## src/rtl/lpi_pkg.sv

```systemverilog
package lpi_pkg;

    typedef enum logic [1:0] {
        OP_SET     = 2'd0,
        OP_INV_ONE = 2'd1,
        OP_INV_ALL = 2'd2,
        OP_RSVD    = 2'd3
    } wr_op_e;

    typedef enum logic {
        FT_IDLE = 1'b0,
        FT_WAIT = 1'b1
    } fetch_state_e;

endpackage

```

## src/rtl/lpi_pending_bank.sv

```systemverilog
module lpi_pending_bank #(
    parameter int NUM_LPI = 16,
    localparam int IDX_W  = $clog2(NUM_LPI)
) (
    input  logic               clk,
    input  logic               rst_n,
    input  logic               set_en,
    input  logic [IDX_W-1:0]   set_idx,
    input  logic               clr_en,
    input  logic [IDX_W-1:0]   clr_idx,
    output logic [NUM_LPI-1:0] pend
);

    for (genvar g = 0; g < NUM_LPI; g++) begin : g_bit
        logic hit_set;
        logic hit_clr;
        assign hit_set = set_en && (set_idx == IDX_W'(g));
        assign hit_clr = clr_en && (clr_idx == IDX_W'(g));

        always_ff @(posedge clk) begin
            if (!rst_n)
                pend[g] <= 1'b0;
            else if (hit_set)
                pend[g] <= 1'b1;   // a fresh edge wins over an accept
            else if (hit_clr)
                pend[g] <= 1'b0;
        end
    end

endmodule

```

## src/rtl/lpi_cfg_cache.sv

```systemverilog
module lpi_cfg_cache #(
    parameter int NUM_LPI = 16,
    parameter int PRIO_W  = 8,
    localparam int IDX_W  = $clog2(NUM_LPI)
) (
    input  logic                            clk,
    input  logic                            rst_n,
    input  logic                            fill_en,
    input  logic [IDX_W-1:0]                fill_idx,
    input  logic                            fill_enable,
    input  logic [PRIO_W-1:0]               fill_prio,
    input  logic                            inv_one,
    input  logic [IDX_W-1:0]                inv_idx,
    input  logic                            inv_all,
    output logic [NUM_LPI-1:0]              vld,
    output logic [NUM_LPI-1:0]              en,
    output logic [NUM_LPI-1:0][PRIO_W-1:0]  prio
);

    for (genvar g = 0; g < NUM_LPI; g++) begin : g_ent
        logic kill;
        logic load;
        assign kill = inv_all || (inv_one && inv_idx == IDX_W'(g));
        assign load = fill_en && (fill_idx == IDX_W'(g));

        always_ff @(posedge clk) begin
            if (!rst_n) begin
                vld[g]  <= 1'b0;
                en[g]   <= 1'b0;
                prio[g] <= '0;
            end else if (kill) begin
                vld[g]  <= 1'b0;
            end else if (load) begin
                vld[g]  <= 1'b1;
                en[g]   <= fill_enable;
                prio[g] <= fill_prio;
            end
        end
    end


    single_inv_chk: assert property (@(posedge clk) disable iff (!rst_n)
        inv_one |=> !vld[$past(inv_idx)]);


    all_inv_chk: assert property (@(posedge clk) disable iff (!rst_n)
        inv_all |=> (vld == '0));

endmodule

```

## src/rtl/lpi_fetch_fsm.sv

```systemverilog
module lpi_fetch_fsm #(
    parameter int NUM_LPI = 16,
    localparam int IDX_W  = $clog2(NUM_LPI)
) (
    input  logic               clk,
    input  logic               rst_n,
    input  logic [NUM_LPI-1:0] pend,
    input  logic [NUM_LPI-1:0] vld,
    input  logic               rsp_valid,
    input  logic               inv_one,
    input  logic [IDX_W-1:0]   inv_idx,
    input  logic               inv_all,
    output logic               req_valid,
    output logic [IDX_W-1:0]   req_idx,
    output logic               fill_en,
    output logic               drop,
    output logic [IDX_W-1:0]   cur_idx
);
    import lpi_pkg::*;

    fetch_state_e     state, state_n;
    logic [IDX_W-1:0] cur_idx_n;
    logic             stale, stale_n;
    logic             miss_any;
    logic [IDX_W-1:0] miss_idx;
    logic             inv_hit_cur;
    logic             inv_hit_miss;

    // lowest-numbered pending LPI without a cached entry
    always_comb begin
        miss_any = 1'b0;
        miss_idx = '0;
        for (int i = 0; i < NUM_LPI; i++) begin
            if (!miss_any && pend[i] && !vld[i]) begin
                miss_any = 1'b1;
                miss_idx = IDX_W'(i);
            end
        end
    end

    assign inv_hit_cur  = inv_all || (inv_one && inv_idx == cur_idx);
    assign inv_hit_miss = inv_all || (inv_one && inv_idx == miss_idx);

    always_comb begin
        state_n   = state;
        cur_idx_n = cur_idx;
        stale_n   = stale;
        unique case (state)
            FT_IDLE: begin
                if (miss_any) begin          // issue
                    state_n   = FT_WAIT;
                    cur_idx_n = miss_idx;
                    stale_n   = inv_hit_miss;
                end
            end
            FT_WAIT: begin
                if (rsp_valid) begin         // fill or drop
                    state_n = FT_IDLE;
                    stale_n = 1'b0;
                end else begin
                    stale_n = stale || inv_hit_cur;
                end
            end
            default: state_n = FT_IDLE;
        endcase
    end

    always_ff @(posedge clk) begin
        if (!rst_n) begin
            state   <= FT_IDLE;
            cur_idx <= '0;
            stale   <= 1'b0;
        end else begin
            state   <= state_n;
            cur_idx <= cur_idx_n;
            stale   <= stale_n;
        end
    end

    always_comb begin
        req_valid = (state == FT_IDLE) && miss_any;
        req_idx   = miss_idx;
        fill_en   = (state == FT_WAIT) && rsp_valid && !stale && !inv_hit_cur;
        drop      = (state == FT_WAIT) && rsp_valid && !fill_en;
    end


    one_req_chk: assert property (@(posedge clk) disable iff (!rst_n)
        req_valid |=> !req_valid);

endmodule

```

## src/rtl/lpi_arbiter.sv

```systemverilog
module lpi_arbiter #(
    parameter int NUM_LPI = 16,
    parameter int PRIO_W  = 8,
    localparam int IDX_W  = $clog2(NUM_LPI)
) (
    input  logic [NUM_LPI-1:0]             pend,
    input  logic [NUM_LPI-1:0]             vld,
    input  logic [NUM_LPI-1:0]             en,
    input  logic [NUM_LPI-1:0][PRIO_W-1:0] prio,
    output logic                           found,
    output logic [IDX_W-1:0]               win_idx,
    output logic [PRIO_W-1:0]              win_prio
);

    // ascending scan with strict compare: ties stay with the lower ID
    always_comb begin
        found    = 1'b0;
        win_idx  = '0;
        win_prio = '1;
        for (int i = 0; i < NUM_LPI; i++) begin
            if (pend[i] && vld[i] && en[i] && (!found || prio[i] < win_prio)) begin
                found    = 1'b1;
                win_idx  = IDX_W'(i);
                win_prio = prio[i];
            end
        end
    end

endmodule

```

## src/rtl/lpi_redist.sv

```systemverilog
module lpi_redist #(
    parameter int NUM_LPI  = 16,
    parameter int ID_W     = 16,
    parameter int PRIO_W   = 8,
    parameter int LPI_BASE = 8192
) (
    input  logic              clk,
    input  logic              rst_n,
    input  logic              wr_valid,
    input  logic [1:0]        wr_op,
    input  logic [ID_W-1:0]   wr_id,
    output logic              tbl_req_valid,
    output logic [ID_W-1:0]   tbl_req_id,
    input  logic              tbl_rsp_valid,
    input  logic              tbl_rsp_enable,
    input  logic [PRIO_W-1:0] tbl_rsp_prio,
    output logic              irq_valid,
    output logic [ID_W-1:0]   irq_id,
    output logic [PRIO_W-1:0] irq_prio,
    input  logic              irq_ready
);
    import lpi_pkg::*;

    localparam int IDX_W = $clog2(NUM_LPI);
    localparam logic [ID_W:0] ID_LO = (ID_W+1)'(LPI_BASE);
    localparam logic [ID_W:0] ID_HI = (ID_W+1)'(LPI_BASE + NUM_LPI);

    logic                           in_range;
    logic [IDX_W-1:0]               wr_idx;
    logic                           set_en, inv_one, inv_all;
    logic                           accept;
    logic [NUM_LPI-1:0]             pend, vld, en;
    logic [NUM_LPI-1:0][PRIO_W-1:0] prio;
    logic                           found;
    logic [IDX_W-1:0]               win_idx;
    logic [PRIO_W-1:0]              win_prio;
    logic                           req_valid, fill_en, drop;
    logic [IDX_W-1:0]               req_idx, cur_idx;

    assign in_range = ({1'b0, wr_id} >= ID_LO) && ({1'b0, wr_id} < ID_HI);
    assign wr_idx   = IDX_W'(wr_id - ID_W'(LPI_BASE));
    assign set_en   = wr_valid && (wr_op == OP_SET) && in_range;
    assign inv_one  = wr_valid && (wr_op == OP_INV_ONE) && in_range;
    assign inv_all  = wr_valid && (wr_op == OP_INV_ALL);
    assign accept   = irq_valid && irq_ready;

    lpi_pending_bank #(.NUM_LPI(NUM_LPI)) u_pend (
        .clk(clk), .rst_n(rst_n),
        .set_en(set_en), .set_idx(wr_idx),
        .clr_en(accept), .clr_idx(win_idx),
        .pend(pend)
    );

    lpi_cfg_cache #(.NUM_LPI(NUM_LPI), .PRIO_W(PRIO_W)) u_cache (
        .clk(clk), .rst_n(rst_n),
        .fill_en(fill_en), .fill_idx(cur_idx),
        .fill_enable(tbl_rsp_enable), .fill_prio(tbl_rsp_prio),
        .inv_one(inv_one), .inv_idx(wr_idx), .inv_all(inv_all),
        .vld(vld), .en(en), .prio(prio)
    );

    lpi_fetch_fsm #(.NUM_LPI(NUM_LPI)) u_fetch (
        .clk(clk), .rst_n(rst_n),
        .pend(pend), .vld(vld), .rsp_valid(tbl_rsp_valid),
        .inv_one(inv_one), .inv_idx(wr_idx), .inv_all(inv_all),
        .req_valid(req_valid), .req_idx(req_idx),
        .fill_en(fill_en), .drop(drop), .cur_idx(cur_idx)
    );

    lpi_arbiter #(.NUM_LPI(NUM_LPI), .PRIO_W(PRIO_W)) u_arb (
        .pend(pend), .vld(vld), .en(en), .prio(prio),
        .found(found), .win_idx(win_idx), .win_prio(win_prio)
    );

    assign tbl_req_valid = req_valid;
    assign tbl_req_id    = ID_W'(LPI_BASE) + ID_W'(req_idx);
    assign irq_valid     = found;
    assign irq_id        = ID_W'(LPI_BASE) + ID_W'(win_idx);
    assign irq_prio      = win_prio;


    present_cfg_chk: assert property (@(posedge clk) disable iff (!rst_n)
        irq_valid |-> (vld[win_idx] && en[win_idx] && pend[win_idx]));


    accept_clr_chk: assert property (@(posedge clk) disable iff (!rst_n)
        (accept && !(set_en && wr_idx == win_idx)) |=> !pend[$past(win_idx)]);


    range_ign_chk: assert property (@(posedge clk) disable iff (!rst_n)
        (wr_valid && wr_op == OP_SET && !in_range && !accept) |=> $stable(pend));


    stale_drop_chk: assert property (@(posedge clk) disable iff (!rst_n)
        drop |=> !vld[$past(cur_idx)]);

endmodule

```

## config.mk

```make
export PLATFORM = sky130hd
export DESIGN_NAME = lpi_redist
export DESIGN_NICKNAME = d
export VERILOG_FILES = /design/src/rtl/lpi_pkg.sv /design/src/rtl/lpi_pending_bank.sv /design/src/rtl/lpi_cfg_cache.sv /design/src/rtl/lpi_fetch_fsm.sv /design/src/rtl/lpi_arbiter.sv /design/src/rtl/lpi_redist.sv
export SDC_FILE = /design/constraint.sdc
export NUM_CORES = 1
export LEC_CHECK = 0
export BUFFER_PORTS_ARGS = -buffer_cell sky130_fd_sc_hd__buf_2
export CELL_PAD_IN_SITES_DETAIL_PLACEMENT = 1
export CELL_PAD_IN_SITES_GLOBAL_PLACEMENT = 1
export CORE_MARGIN = 1.5
export CORE_UTILIZATION = 39
export CTS_CLUSTER_SIZE = 12
export DETAILED_ROUTE_END_ITERATION = 16
export GPL_TIMING_DRIVEN = 0
export PLACE_DENSITY = 0.82
export SKIP_CTS_REPAIR_TIMING = 1
export SYNTH_ARGS = -nofsm -noshare
export SYNTH_HDL_FRONTEND = slang
export SYNTH_SLANG_ARGS = --single-unit
```

## constraint.sdc

```tcl
create_clock -name clk -period 34.2 [get_ports clk]
set_input_delay 3.42 -clock clk [delete_from_list [all_inputs] [get_ports clk]]
set_output_delay 3.42 -clock clk [all_outputs]
set_load 0.005 [all_outputs]
```

* Yosys cells after proc, flatten, opt, wreduce, memory -nomap -nowiden
Index checks and enable logic that the tools add are counted.
Storage, ports and cells: register bits after elaboration 182, bits of input ports 32, logic and storage cells 561
Operators by class: bitwise logic cells 18, equal/unequal tests 50, add/sub/neg operators 3, multiplexer cells 116, $lt $le $gt $ge 17, reduce and logical (&&, ||, !) cells 290
Operators with widths (count):
- logical AND 1 bit | 155
- two-way mux 8 bit | 16
- < comparator 8 bit | 15
- == test 4 bit, second input constant | 24
- two-way mux 4 bit | 22
- two-way mux 1 bit | 70
- == test 4 x 3 -> 1 bit, second input constant | 12
- zero test 1 bit | 48
- logical OR 1 bit | 34
- AND reduction 2 bit | 17
- nonzero test 2 bit | 16
- OR reduction 2 bit | 16
- adder 14 x 4 -> 15 bit, first input constant | 2
- == test 4 x 2 -> 1 bit, second input constant | 6
- NOT 1 bit | 18
- >= comparator 16 x 14 -> 1 bit, second input constant | 1
- < comparator 16 x 14 -> 1 bit, second input constant | 1
- == test 4 x 1 -> 1 bit, second input constant | 3
- zero test 4 bit | 3
- two-way mux 3 bit | 4
- == test 4 bit | 2
- two-way mux 2 bit | 2
- case mux 1 bit (2 select lines) | 2
- subtractor 4 x 1 -> 4 bit, second input constant | 1
- other kinds (4) | 4

* Depth between registers and ports, before layout
depth after elaboration 68, mapped depth 177

* By module
From an unflattened synthesis, not the netlist that was laid out.
Second synthesis, totals: cells, all modules 1608, area, all modules 13188.9 um2
By module, submodules not included:
- lpi_cfg_cache | area each 5943.2 um2, instances 1, cells an instance 593
- lpi_arbiter | area each 5565.3 um2, instances 1, cells an instance 820
- lpi_fetch_fsm | area each 752.0 um2, instances 1, cells an instance 89
- lpi_pending_bank | area each 664.4 um2, instances 1, cells an instance 71
- lpi_redist | area each 264.0 um2, instances 1, cells an instance 35

* Least setup slack after synthesis
OpenSTA, ideal clock, no wires.
path kind flip-flop to output port, start register u_pend.pend[0], end output port irq_prio[0], required time 30.780 ns, setup slack 2.202 ns, cell stages (with the launch flop) 164, arrival 28.578 ns, cell sequence dfxtp_1 -> nand3_1 -> clkbuf_1 -> nor2_1 -> ha_1 -> a211o_1 -> a21oi_2 -> o211a_1 -> o21bai_1 -> clkbuf_1 -> a21oi_1 -> inv_1 -> ha_1 -> a21oi_1 -> o21ai_0 -> nor3_1 -> o211ai_2 -> nor4_2 -> [... 128 more ...] -> inv_1 -> ha_1 -> a21oi_1 -> nor2b_1 -> o21ai_0 -> nand2b_1 -> a2111oi_0 -> a31oi_4 -> buf_6 -> mux2i_1 -> ha_1 -> a21o_1 -> a21oi_1 -> nand3b_1 -> a211oi_1 -> o21ai_2 -> buf_4 -> mux2_2
On the way: word-level cells in the longest chain between the ends 63, elaborated cells between the ends (all ways) 93
Ends and longest elaborated chain:
- start, declared | RTL line lpi_pending_bank.sv:11 | output logic [NUM_LPI-1:0] pend
- start signal, assigned by index | RTL line lpi_pending_bank.sv:22 | pend[g] <= 1'b0;
- start signal, assigned by index | RTL line lpi_pending_bank.sv:24 | pend[g] <= 1'b1;
- start signal, assigned by index | RTL line lpi_pending_bank.sv:26 | pend[g] <= 1'b0;
- logical AND 1 bit * (2 in a row) | RTL line lpi_arbiter.sv:21 | if (pend[i] && vld[i] && en[i] && (!found || prio[i] < win_prio)) begin
- two-way mux 8 bit or two-way mux 1 bit (tied branches) | RTL line lpi_arbiter.sv:21
- < comparator 8 bit or zero test 1 bit (tied branches) | RTL line lpi_arbiter.sv:21
- logical OR 1 bit | RTL line lpi_arbiter.sv:21
- logical AND 1 bit | RTL line lpi_arbiter.sv:21
- two-way mux 8 bit or two-way mux 1 bit (tied branches) | RTL line lpi_arbiter.sv:21
- < comparator 8 bit or zero test 1 bit (tied branches) | RTL line lpi_arbiter.sv:21
- logical OR 1 bit | RTL line lpi_arbiter.sv:21
- [... 46 more ...]
- < comparator 8 bit or zero test 1 bit (tied branches) | RTL line lpi_arbiter.sv:21
- logical OR 1 bit | RTL line lpi_arbiter.sv:21
- logical AND 1 bit | RTL line lpi_arbiter.sv:21
- two-way mux 8 bit or two-way mux 1 bit (tied branches) | RTL line lpi_arbiter.sv:21
- < comparator 8 bit or zero test 1 bit (tied branches) | RTL line lpi_arbiter.sv:21
- logical OR 1 bit | RTL line lpi_arbiter.sv:21
- logical AND 1 bit | RTL line lpi_arbiter.sv:21
- two-way mux 8 bit * | RTL line lpi_arbiter.sv:21
- end, declared | RTL line lpi_redist.sv:19 | output logic [PRIO_W-1:0] irq_prio,
Mark *: on every way between the ends. The rest lies on a longest branch, timed or not.

* Worst setup path in the final report
start register u_pend.pend[0], end output port irq_id[3]
On the way: word-level cells in the longest chain between the ends 64, elaborated cells between the ends (all ways) 108
Ends and longest elaborated chain:
- logical AND 1 bit * (2 in a row) | RTL line lpi_arbiter.sv:21
- two-way mux 8 bit or two-way mux 1 bit (tied branches) | RTL line lpi_arbiter.sv:21
- < comparator 8 bit or zero test 1 bit (tied branches) | RTL line lpi_arbiter.sv:21
- logical OR 1 bit | RTL line lpi_arbiter.sv:21
- logical AND 1 bit | RTL line lpi_arbiter.sv:21
- two-way mux 8 bit or two-way mux 1 bit (tied branches) | RTL line lpi_arbiter.sv:21
- < comparator 8 bit or zero test 1 bit (tied branches) | RTL line lpi_arbiter.sv:21
- logical OR 1 bit | RTL line lpi_arbiter.sv:21
- [... 47 more ...]
- logical OR 1 bit | RTL line lpi_arbiter.sv:21
- logical AND 1 bit | RTL line lpi_arbiter.sv:21
- two-way mux 8 bit or two-way mux 1 bit (tied branches) | RTL line lpi_arbiter.sv:21
- < comparator 8 bit or zero test 1 bit (tied branches) | RTL line lpi_arbiter.sv:21
- logical OR 1 bit | RTL line lpi_arbiter.sv:21
- logical AND 1 bit | RTL line lpi_arbiter.sv:21
- two-way mux 4 bit * | RTL line lpi_arbiter.sv:21
- adder 14 x 4 -> 15 bit * | RTL line lpi_redist.sv:78 | assign irq_id = ID_W'(LPI_BASE) + ID_W'(win_idx);
- end, declared | RTL line lpi_redist.sv:18 | output logic [ID_W-1:0] irq_id,
Marks and branches as above.

==> results.sh <==
export IMPL_die_w_um=187.5
export IMPL_relSlewSlack_pct=13.45
export IMPL_seq_area_um2=3650
export IMPL_cp_num_buf_inv=26
export IMPL_antenna_found_initial=1
export IMPL_ant_nets=0
export IMPL_maxCapViolCount=0
export IMPL_h_tree_depth=4
export IMPL_hold_class="register to register"
export IMPL_top_layer="met5"
export IMPL_gp_congestion=0.9112
export IMPL_crit_arrival_ps=30980
export IMPL_grt_pass1_wl_mm=70.31
export IMPL_synth_cell_types=103
export IMPL_areaGrowthSynthToFinish_pct=22.54
export IMPL_grt_start_max_net_pins=18
export IMPL_critPathKind="register to output port"
export IMPL_drc=0
export IMPL_clk_pin_slew_ps=70
export IMPL_crit_path_start_kind="register"
export IMPL_antenna_cells=0
export IMPL_synth_area_um2=13270
export IMPL_cts_path_max_buffers=2
export IMPL_syn_inst=1611
export IMPL_layout_commonest_cell="dfxtp_1"
export IMPL_path_max_fanout=10
export IMPL_synth_area_leaders="dfxtp_1 27%, mux2i_1 14%, ha_1 7.5%, nor2b_1 7.4%, nor2_1 3.4%"
export IMPL_violations="setup timing"
export IMPL_final_cell_mix="179 x dfxtp_1, 173 x mux2i_1, 155 x nor2b_1, 114 x buf_4, 105 x inv_1"
export IMPL_fin_crit_sh_pct=100.6
export IMPL_final_nets=1900
export IMPL_fin_tns_setup_ps=-1189
export IMPL_nFillCells=4005
export IMPL_drv_slew=0
export IMPL_core_area_um2=33530
export IMPL_routed_wl_mm=52.85
export IMPL_route_layer_met1_wl_mm=21.08
export IMPL_slowest_delay_ps=550
export IMPL_multiInputGateArea_um2=9552
export IMPL_ys_flop_type="dfxtp_1"
export IMPL_first_pass_iters=7
export IMPL_dr_wl_met2_mm=26.30
export IMPL_ys_seq_area_share_pct=27.46
export IMPL_p_leak_nw=7.411
export IMPL_root_buffer="clkbuf_16"
export IMPL_ys_warn_count=0
export IMPL_dp_hpwl_mm=33.15
export IMPL_cpMostUsedCell="ha_1"
export IMPL_grt_pass1_vias=12950
export IMPL_wl_per_cell_um=23.50
export IMPL_wl_met3_mm=2.722
export IMPL_crit_family="compound AO/OA/AOI/OAI gates"
export IMPL_peakVddDrop_mv=0.04025
export IMPL_avgSynthCellArea_um2=8.237
export IMPL_initial_core_util_pct=39.57
export IMPL_grtUsageTotal_pct=25.10
export IMPL_vias=13490
export IMPL_fin_crit_ps=34400
export IMPL_die_area_um2=35140
export IMPL_slowest_stage="or4_1"
export IMPL_final_util_pct=48.50
export IMPL_p_total_w=0.0004516
export IMPL_rows=67
export IMPL_fmax_ghz=0.02907
export IMPL_endpoint_kind="output port"
export IMPL_powerDensity_nw_per_um2=27.77
export IMPL_die_h_um=187.5
export IMPL_cts_tree="yes"
export IMPL_synth_top_area_share_pct=27.46
export IMPL_drt_iter0_markers=893
export IMPL_drive_above_1_share_pct=20.77
export IMPL_boundaryPins=74
export IMPL_setup_violations=11
export IMPL_timing_hold_ws_ps=495.0
export IMPL_via_per_inst=5.998
export IMPL_clock_sinks=182
export IMPL_synth_edff_count=0
export IMPL_synth_top_area_cell="dfxtp_1"
export IMPL_tightest_slew_ps=1294
export IMPL_synthArstFlopShare_pct=0
export IMPL_setup_ws_ps=-199.1
export IMPL_hold_violations=0
export IMPL_crit_required_ps=30780
export IMPL_yosys_register_bits=182
export IMPL_outcome="finished with violations"
export IMPL_grt_overflow_total=0
export IMPL_clkLatencyLatePin_ps=470
export IMPL_numCtsBuffers=17
export IMPL_fin_worst_skew_ps=15.33
export IMPL_io_buffer_count=46
[where the power goes]
part / total (W) / internal, W / leakage [nW] / switching, W
clock: 0.000218 / 0.000114 / 0.304 / 0.000104
sequential: 0.000212 / 0.000212 / 1.47 / 0.00000000651
combinational: 0.0000216 / 0.00000696 / 5.64 / 0.0000147
total: 0.000452 / 0.000333 / 7.41 / 0.000119
[path summary, 6_finish.rpt]
kind / startpoint / endpoint / slack [ps] / cells after the start
min: u_cache.vld[3] / u_cache.vld[3] / 490 / 2
min reg2reg: u_cache.vld[3] / u_cache.vld[3] / 490 / 2
max reg2reg: u_pend.pend[0] / u_pend.pend[0] / 3290 / 172
max: u_pend.pend[0] / irq_id[3] / -200 / 169
[stage by stage]
| stage | std cells | setup slack, ps | instance area (um^2) |
|---|---|---|---|
| after CTS | 2159 | -5859 | 14750 |
| after detailed placement | 2127 | -4626 | 14140 |
| after global routing | 2249 | -1540 | 16260 |
| after floorplan | 1633 | 2202 | 13350 |
| final | 2249 | -199.1 | 16260 |
| after global placement | 2127 | -3429 | 14140 |
[synthesized netlist by cell type (7+ instances only)]
cell	instances
mux2i_1	184
dfxtp_1	182
nor2b_1	156
nor2_1	121
inv_1	105
nand2_1	99
a21oi_1	82
ha_1	80
o21ai_0	80
clkbuf_1	57
nand3_1	41
nand2b_1	28
buf_4	27
a21o_1	22
nor3_1	21
o211ai_1	19
mux2_2	17
nand4_1	16
o21a_1	16
and3_1	14
a211oi_1	13
a31oi_1	13
and2_1	11
o21ai_1	9
or3_1	9
maj3_1	8
a211o_1	7
buf_1	7
o221a_2	7
o31ai_1	7
[cell type report]
class | count | share of cell area [%]
Buffer | 93 | 3.408
Clock buffer | 19 | 2.785
Clock inverter | 13 | 0.9695
Inverter | 105 | 2.424
Multi-Input combinational cell | 1252 | 58.74
Sequential cell | 182 | 22.44
Tap cell | 448 | 3.447
Timing Repair Buffer | 137 | 5.786
[per-layer routing]
layer | GRT usage [%] | vias up
li1 | - | 6026
met3 | 3.902 | 189
met1 | 30.20 | 6732
met4 | 10.86 | 2
met2 | 44.18 | 540
met5 | 0 | -
[worst reg2reg max path, delay by kind of cell (launching register included)]
kind	cells	cell delay (ps)
flip-flops	1	390
multiplexers	8	2160
adder cells (fa/ha/maj)	15	4330
AND/OR/NAND/NOR	47	6920
buffers and inverters	29	3680
AO/OA/AOI/OAI	73	13380
[sequential cells by signal, summed over array words and instances (netlist names)]
signal / count
u_fetch.cur_idx: 4
u_cache.vld: 16
u_pend.pend: 16
u_fetch.state: 1
u_cache.prio: 128
u_cache.en: 16
u_fetch.stale: 1
[cells by family (layout without fill, tap and decap cells)]
group                    after synthesis  in the layout  share of synthesized area (%)
AO/OA/AOI/OAI                        363            363                          18.98
XOR/XNOR                              11             11                         0.7260
adder cells (fa/ha/maj)               89             89                          8.231
buffers and inverters                199            367                          6.468
flip-flops                           182            182                          27.46
multiplexers                         206            206                          15.90
other                                  2             24                        0.05659
AND/OR/NAND/NOR                      559            559                          22.19
Power figures use the tool's default switching activity.
